--- config.mk ---
export PLATFORM = sky130hd
export DESIGN_NAME = finger_searcher
export DESIGN_NICKNAME = d
export VERILOG_FILES = /design/src/rtl/fsearch_pkg.sv /design/src/rtl/fs_profile_acc.sv /design/src/rtl/fs_peak_sort.sv /design/src/rtl/fs_tap_extract.sv /design/src/rtl/finger_searcher.sv
export SDC_FILE = /design/constraint.sdc
export NUM_CORES = 1
export LEC_CHECK = 0
export ABC_AREA = 1
export BUFFER_PORTS_ARGS = -buffer_cell sky130_fd_sc_hd__buf_2
export CAP_MARGIN = 0
export CORE_ASPECT_RATIO = 1.1
export CORE_MARGIN = 1
export CORE_UTILIZATION = 35
export DETAILED_ROUTE_END_ITERATION = 10
export SLEW_MARGIN = 30
export SYNTH_ARGS = -nofsm -noshare
export SYNTH_HDL_FRONTEND = slang
export SYNTH_SLANG_ARGS = --single-unit
--- constraint.sdc ---
create_clock -name clk -period 5.8 [get_ports clk]
set_input_delay 0.87 -clock clk [delete_from_list [all_inputs] [get_ports clk]]
set_output_delay 0.87 -clock clk [all_outputs]
set_load 0.005 [all_outputs]
--- src/rtl/fsearch_pkg.sv ---
package fsearch_pkg;
  localparam int SET_W = 2;

  // |x| of a signed value; the result fits in the same width unsigned
  function automatic logic [15:0] abs16(input logic signed [15:0] x);
    return (x < 0) ? 16'(-x) : 16'(x);
  endfunction
endpackage

--- src/rtl/fs_profile_acc.sv ---
module fs_profile_acc #(
  parameter int W      = 8,
  parameter int NCH    = 16,
  parameter int NDELAY = 32,
  localparam int CW    = $clog2(NCH),
  localparam int DW    = $clog2(NDELAY),
  localparam int PW    = W + 1 + CW
) (
  input  logic          clk,
  input  logic          rst,
  input  logic          in_valid,
  input  logic [W-1:0]  in_re,
  input  logic [W-1:0]  in_im,
  input  logic [DW-1:0] in_delay,
  input  logic [CW-1:0] in_chan,
  output logic          prof_valid,
  output logic [PW-1:0] prof_val,
  output logic          prof_first,
  output logic          prof_final
);
  import fsearch_pkg::*;

  logic [PW-1:0] acc_q;
  logic [PW-1:0] mag;
  logic [PW-1:0] sum;
  logic [15:0]   are, aim;

  always_comb begin
    are = abs16(16'(signed'(in_re)));
    aim = abs16(16'(signed'(in_im)));
    mag = PW'(are) + PW'(aim);
    sum = ((in_chan == '0) ? '0 : acc_q) + mag;
  end

  always_ff @(posedge clk) begin
    if (rst) acc_q <= '0;
    else if (in_valid) acc_q <= sum;
  end

  assign prof_valid = in_valid && (in_chan == CW'(NCH - 1));
  assign prof_val   = sum;
  assign prof_first = (in_delay == '0);
  assign prof_final = (in_delay == DW'(NDELAY - 1));
endmodule

--- src/rtl/fs_peak_sort.sv ---
module fs_peak_sort #(
  parameter int NF     = 4,
  parameter int NDELAY = 32,
  parameter int PW     = 13,
  localparam int DW    = $clog2(NDELAY)
) (
  input  logic             clk,
  input  logic             rst,
  input  logic             prof_valid,
  input  logic [PW-1:0]    prof_val,
  input  logic [DW-1:0]    prof_delay,
  input  logic             prof_first,
  input  logic             prof_final,
  output logic [NF*DW-1:0] fing_pos,
  output logic [1:0]       fing_set
);
  logic [DW-1:0] cand_pos [NF];
  logic [PW-1:0] cand_val [NF];
  logic [NF-1:0] cand_ok;
  logic [NF-1:0] base_ok;
  logic [NF-1:0] gt;
  logic [DW-1:0] ins_pos [NF];
  logic [PW-1:0] ins_val [NF];
  logic [NF-1:0] ins_ok;
  logic [NF*DW-1:0] fing_q;
  logic [1:0]       set_q;

  assign base_ok = prof_first ? '0 : cand_ok;

  // one compare stage per list entry; strict compare keeps the earlier delay on ties
  for (genvar k = 0; k < NF; k++) begin : g_stage
    assign gt[k] = !base_ok[k] || (prof_val > cand_val[k]);
    if (k == 0) begin : g_head
      always_comb begin
        if (gt[k]) begin
          ins_pos[k] = prof_delay; ins_val[k] = prof_val; ins_ok[k] = 1'b1;
        end else begin
          ins_pos[k] = cand_pos[k]; ins_val[k] = cand_val[k]; ins_ok[k] = base_ok[k];
        end
      end
    end else begin : g_tail
      always_comb begin
        if (!gt[k]) begin
          ins_pos[k] = cand_pos[k]; ins_val[k] = cand_val[k]; ins_ok[k] = base_ok[k];
        end else if (!gt[k-1]) begin
          ins_pos[k] = prof_delay; ins_val[k] = prof_val; ins_ok[k] = 1'b1;
        end else begin
          ins_pos[k] = cand_pos[k-1]; ins_val[k] = cand_val[k-1]; ins_ok[k] = base_ok[k-1];
        end
      end
    end

    always_ff @(posedge clk) begin
      if (rst) begin
        cand_pos[k] <= '0;
        cand_val[k] <= '0;
        cand_ok[k]  <= 1'b0;
        fing_q[k*DW +: DW] <= DW'(k);
      end else if (prof_valid) begin
        cand_pos[k] <= ins_pos[k];
        cand_val[k] <= ins_val[k];
        cand_ok[k]  <= ins_ok[k];
        if (prof_final) fing_q[k*DW +: DW] <= ins_pos[k];
      end
    end
  end

  always_ff @(posedge clk) begin
    if (rst) set_q <= '0;
    else if (prof_valid && prof_final) set_q <= set_q + 2'd1;
  end

  assign fing_pos = fing_q;
  assign fing_set = set_q;
endmodule

--- src/rtl/fs_tap_extract.sv ---
module fs_tap_extract #(
  parameter int W      = 8,
  parameter int NCH    = 16,
  parameter int NDELAY = 32,
  parameter int NF     = 4,
  localparam int CW    = $clog2(NCH),
  localparam int DW    = $clog2(NDELAY),
  localparam int FW    = $clog2(NF)
) (
  input  logic             clk,
  input  logic             rst,
  input  logic             in_valid,
  input  logic [W-1:0]     in_re,
  input  logic [W-1:0]     in_im,
  input  logic [DW-1:0]    in_delay,
  input  logic [CW-1:0]    in_chan,
  input  logic [NF*DW-1:0] fing_pos,
  input  logic [1:0]       fing_set,
  output logic             out_valid,
  output logic [W-1:0]     out_re,
  output logic [W-1:0]     out_im,
  output logic [CW-1:0]    out_chan,
  output logic [FW-1:0]    out_finger,
  output logic [1:0]       out_set
);
  logic          hit;
  logic [FW-1:0] hit_idx;

  // lowest slot wins; committed slots hold distinct delays
  always_comb begin
    hit = 1'b0;
    hit_idx = '0;
    for (int k = NF - 1; k >= 0; k--) begin
      if (fing_pos[k*DW +: DW] == in_delay) begin
        hit = 1'b1;
        hit_idx = FW'(k);
      end
    end
  end

  always_ff @(posedge clk) begin
    if (rst) begin
      out_valid  <= 1'b0;
      out_re     <= '0;
      out_im     <= '0;
      out_chan   <= '0;
      out_finger <= '0;
      out_set    <= '0;
    end else begin
      out_valid <= in_valid && hit;
      if (in_valid && hit) begin
        out_re     <= in_re;
        out_im     <= in_im;
        out_chan   <= in_chan;
        out_finger <= hit_idx;
        out_set    <= fing_set;
      end
    end
  end
endmodule

--- src/rtl/finger_searcher.sv ---
module finger_searcher #(
  parameter int W      = 8,
  parameter int NCH    = 16,
  parameter int NDELAY = 32,
  parameter int NF     = 4,
  localparam int CW    = $clog2(NCH),
  localparam int DW    = $clog2(NDELAY),
  localparam int FW    = $clog2(NF),
  localparam int PW    = W + 1 + CW
) (
  input  logic             clk,
  input  logic             rst,
  input  logic             coef_valid,
  input  logic [W-1:0]     coef_re,
  input  logic [W-1:0]     coef_im,
  input  logic [DW-1:0]    coef_delay,
  input  logic [CW-1:0]    coef_chan,
  output logic [NF*DW-1:0] fing_pos,
  output logic [1:0]       fing_set,
  output logic             out_valid,
  output logic [W-1:0]     out_re,
  output logic [W-1:0]     out_im,
  output logic [CW-1:0]    out_chan,
  output logic [FW-1:0]    out_finger,
  output logic [1:0]       out_set
);
  logic          prof_valid, prof_first, prof_final;
  logic [PW-1:0] prof_val;

  fs_profile_acc #(.W(W), .NCH(NCH), .NDELAY(NDELAY)) u_acc (
    .clk(clk), .rst(rst), .in_valid(coef_valid), .in_re(coef_re), .in_im(coef_im),
    .in_delay(coef_delay), .in_chan(coef_chan), .prof_valid(prof_valid),
    .prof_val(prof_val), .prof_first(prof_first), .prof_final(prof_final)
  );

  fs_peak_sort #(.NF(NF), .NDELAY(NDELAY), .PW(PW)) u_sort (
    .clk(clk), .rst(rst), .prof_valid(prof_valid), .prof_val(prof_val),
    .prof_delay(coef_delay), .prof_first(prof_first), .prof_final(prof_final),
    .fing_pos(fing_pos), .fing_set(fing_set)
  );

  fs_tap_extract #(.W(W), .NCH(NCH), .NDELAY(NDELAY), .NF(NF)) u_ext (
    .clk(clk), .rst(rst), .in_valid(coef_valid), .in_re(coef_re), .in_im(coef_im),
    .in_delay(coef_delay), .in_chan(coef_chan), .fing_pos(fing_pos), .fing_set(fing_set),
    .out_valid(out_valid), .out_re(out_re), .out_im(out_im), .out_chan(out_chan),
    .out_finger(out_finger), .out_set(out_set)
  );
endmodule

==> results.json <==
{
  "power.switching_fraction_pct": 40.8,
  "grt_antenna_before_repair": 0,
  "post_synth_inst_count": 1135,
  "avg_vias_per_cell": 4.78,
  "minimum_clock_period_ps": 5320,
  "tritoncts": "yes",
  "numPortBuffers": 74,
  "timing.slew.headroom_pct": 39.1,
  "netlist_area_um2": 8690,
  "average_routed_wire_per_standard_cell_um": 13.6,
  "worst_hold_endpoint": "u_ext.out_re[6]",
  "clock_latency_ps": 420,
  "grt_start_max_net_pins": 51,
  "synth_mux_area_share_pct": 0,
  "hp-class": "register to register",
  "yosys.area_share.adder_pct": 12.5,
  "routed-via-count": 7349,
  "fillers": 2460,
  "reg2reg_slack_ps": 1280,
  "route.antenna.remaining_nets": 0,
  "gp_congestion": 0.887,
  "hold_sp": "u_ext.out_re[6]",
  "vdd_ir_drop_max_mv": 0.188,
  "grt_first_pass_wirelength_mm": 34.4,
  "internal-power_mw": 2.31,
  "worst_clock_skew_ps": 9.66,
  "setup_ws_ps": 481,
  "cts_inserted_buffers": 17,
  "core_area_um2": 24400,
  "criticalPathCategory": "input port to register",
  "net-switching-power_mw": 1.60,
  "syn_avg_cell_area_um2": 7.66,
  "clk_transition_reported_paths_ps": 60,
  "timing.critical_path.max_delay_family": "simple AND/OR/NAND/NOR gates",
  "clockBufferDepth": 2,
  "worst-path-max-fanout": 17,
  "kind_of_end_point_of_the_critical_path": "register",
  "status": "complete, no violations",
  "setup_viol_count_final": 0,
  "timing.reg2reg.worst_path_depth": 27,
  "drv_cap": 0,
  "grt_setup_unrepaired": "false",
  "worst_ep_arrival_time_ps": 5480,
  "cts.root.buffer_cell": "sky130_fd_sc_hd__clkbuf_16",
  "multi_input_comb_area_um2": 4310,
  "min_delay_path_depth": 2,
  "startpoint_type": "input port",
  "initial_core_util_pct": 35.6,
  "floorplan.die_area_um2": 25500,
  "synth.lib_cells_used.distinct": 36,
  "dr.first_iter.drc_count": 409,
  "post_route_cells_drive_above_1_share_pct": 12.5,
  "synthesis_stage_register_bit_count": 136,
  "io_pins": 75,
  "routed_wirelength_mm": 20.9,
  "htree_levels": 4,
  "timing.final.hold_violations": 0,
  "power.clock.fraction_pct": 26.7,
  "final_common_cell": "sky130_fd_sc_hd__nand2_1",
  "synth_compound_area_share_pct": 11.5,
  "cp_slowest_cell": "sky130_fd_sc_hd__fa_1",
  "fin_crit_sh_pct": 91.7,
  "pre_cts_ws_ps": 84.0,
  "layout_common_cells": "249 x sky130_fd_sc_hd__nand2_1, 192 x sky130_fd_sc_hd__inv_1, 117 x sky130_fd_sc_hd__a21oi_1, 85 x sky130_fd_sc_hd__nor2_1, 76 x sky130_fd_sc_hd__nand3_1",
  "number_of_global_route_vias_before_repair": 7008,
  "number_of_warnings_issued_by_yosys": 0,
  "sequentialPowerShare_pct": 27.7,
  "drt-pass1-iter-count": 5,
  "n_antenna_cell": 0,
  "post_synth_and_or_nand_nor_area_fraction_pct": 21.6,
  "required_ps": 5960,
  "portion_of_the_post_synthesis_area_used_by_sequential_elements_pct": 39.6,
  "rows": 60,
  "worst_pin_slew_ps": 912,
  "die_h_um": 167,
  "synthXorXnorAreaFrac_pct": 3.53,
  "worst_r2r_startpoint": "u_acc.acc_q[0]",
  "worstPathBufferInverterCount": 8,
  "critical_path.reg2reg.endpoint": "u_sort.cand_pos[1][0]",
  "critical-path-top-cell-by-count": "sky130_fd_sc_hd__nand2_1",
  "die-width_um": 152,
  "num-nets-final": 1322,
  "grt_overflow": 0,
  "grt_util_all_layers_pct": 16.9,
  "cp.depth": 31,
  "clock.fmax_ghz": 0.188,
  "drc_viols": 0,
  "area_growth_syn_to_layout_pct": 15.2,
  "layout.area.seq_um2": 3440,
  "crit_path_max_cell_delay_ps": 470,
  "powerDensity_nw_per_um2": 391,
  "synth_top_family_by_area": "simple AND/OR/NAND/NOR gates",
  "clock_sinks": 136,
  "dp_hpwl_mm": 15.9,
  "final-max-slew-violation-count": 0,
  "p_leak_nw": 4.87,
  "totalNegativeSetupSlack_ps": 0,
  "combinationalPowerShare_pct": 45.6,
  "post-cts-setup-buffer-count": 0
}
[worst max-delay path by stage]
stage | endpoint | startpoint | slack (ps)
after CTS | u_sort.cand_pos[1][0] | coef_im[2] | 440
after global placement | u_sort.fing_pos[18] | coef_im[2] | 90
after global routing | u_sort.cand_pos[1][4] | coef_re[0] | 50
after detailed placement | u_sort.fing_pos[18] | coef_im[2] | 80
after floorplan | u_sort.cand_val[0][0] | coef_im[1] | 80
final | u_sort.cand_pos[1][0] | coef_re[0] | 480
[final cells by class]
type / count / area share (%)
Multi-Input combinational cell: 761 / 43.1
Inverter: 204 / 7.65
Tap cell: 310 / 3.88
Sequential cell: 136 / 34.4
Timing Repair Buffer: 95 / 5.27
Clock buffer: 22 / 4.86
Clock inverter: 10 / 0.837
[stage by stage]
stage               std cells  power [mW]  util, %  instance area [um^2]  hold WS, ps
floorplan                1142        2.35        -                  8720          427
global placement         1506        2.83     38.6                  9420          439
detailed placement       1506        2.87     38.6                  9420          451
CTS                      1538        3.93     41.0                  9990          461
global route             1538        4.24     41.0                 10000          474
finish                   1538        3.91     41.0                 10000          461
[state kept, by name, summed over array words and instances (netlist names), 4 cells and up]
register         count
u_acc.acc_q         13
u_ext.out_chan       4
u_ext.out_im         8
u_ext.out_re         8
u_sort.cand_ok       4
u_sort.cand_pos     20
u_sort.cand_val     52
u_sort.fing_pos     20
[routing by layer]
metal	GRT usage (%)	share of wire, %
met5	0	0
met4	5.86	1.7
met3	3.23	3.8
met2	29.1	48
met1	21.0	46
[power by group through the flow]
stage	clock network (mW)	logic (mW)	registers, mW
4_1_cts	1.06	1.79	1.08
3_3_place_gp	0	1.73	1.10
5_1_grt	1.10	2.06	1.09
3_5_place_dp	0	1.77	1.10
6_report	1.04	1.79	1.08
2_1_floorplan	0	1.26	1.10
[worst min-delay path, stage by stage (launching register included)]
cell	delay, ps
sky130_fd_sc_hd__dfxtp_1	310
sky130_fd_sc_hd__nand2_1	60
sky130_fd_sc_hd__a21oi_1	50
[Yosys cell counts]
cell,number,area [um^2]
sky130_fd_sc_hd__a211oi_2,1,12.5
sky130_fd_sc_hd__buf_2,12,60.1
sky130_fd_sc_hd__o21bai_1,1,7.51
sky130_fd_sc_hd__edfxtp_1,72,2160
sky130_fd_sc_hd__buf_4,9,67.6
sky130_fd_sc_hd__xor2_1,24,210
sky130_fd_sc_hd__nand3_2,1,10.0
sky130_fd_sc_hd__buf_1,1,3.75
sky130_fd_sc_hd__o21ai_1,9,45.0
sky130_fd_sc_hd__o211ai_1,4,30.0
sky130_fd_sc_hd__nor2_2,1,6.26
sky130_fd_sc_hd__nor3_1,10,50.1
sky130_fd_sc_hd__nand3_1,76,380
sky130_fd_sc_hd__conb_1,1,3.75
sky130_fd_sc_hd__a21oi_1,117,586
sky130_fd_sc_hd__dfxtp_1,64,1280
sky130_fd_sc_hd__nor3_2,1,10.0
sky130_fd_sc_hd__nand2_1,249,935
sky130_fd_sc_hd__and2_1,1,6.26
sky130_fd_sc_hd__nand2_4,3,33.8
sky130_fd_sc_hd__inv_1,192,721
sky130_fd_sc_hd__nand4_1,8,50.1
sky130_fd_sc_hd__o21ai_0,60,300
sky130_fd_sc_hd__nor4_4,1,21.3
sky130_fd_sc_hd__ha_1,66,826
sky130_fd_sc_hd__xnor2_1,11,96.3
sky130_fd_sc_hd__or2_2,2,12.5
sky130_fd_sc_hd__buf_6,1,11.3
sky130_fd_sc_hd__a21o_1,1,7.51
sky130_fd_sc_hd__fa_1,13,260
sky130_fd_sc_hd__nor3b_1,2,15.0
sky130_fd_sc_hd__nor2_1,86,323
sky130_fd_sc_hd__nand2_2,4,25.0
sky130_fd_sc_hd__a21boi_0,1,7.51
sky130_fd_sc_hd__clkbuf_1,18,67.6
sky130_fd_sc_hd__inv_2,12,45.0
[kinds of logic (layout without fill, tap and decap cells)]
kind of cell,Yosys count,after routing
and+or+nand+nor,445,445
adders and majority gates,79,79
xor gates and xnor gates,35,35
other,1,8
buffers and inverters,245,331
DFF,136,136
AOI/OAI and AO/OA,194,194
[what timing repair did]
item / CTS / global route
hold endpoints to repair: 0 / 0
hold buffers: 0 / 0
setup endpoints to repair: 0 / 3
resized for setup: 0 / 2
No activity file was read; power rests on OpenSTA's default activity.
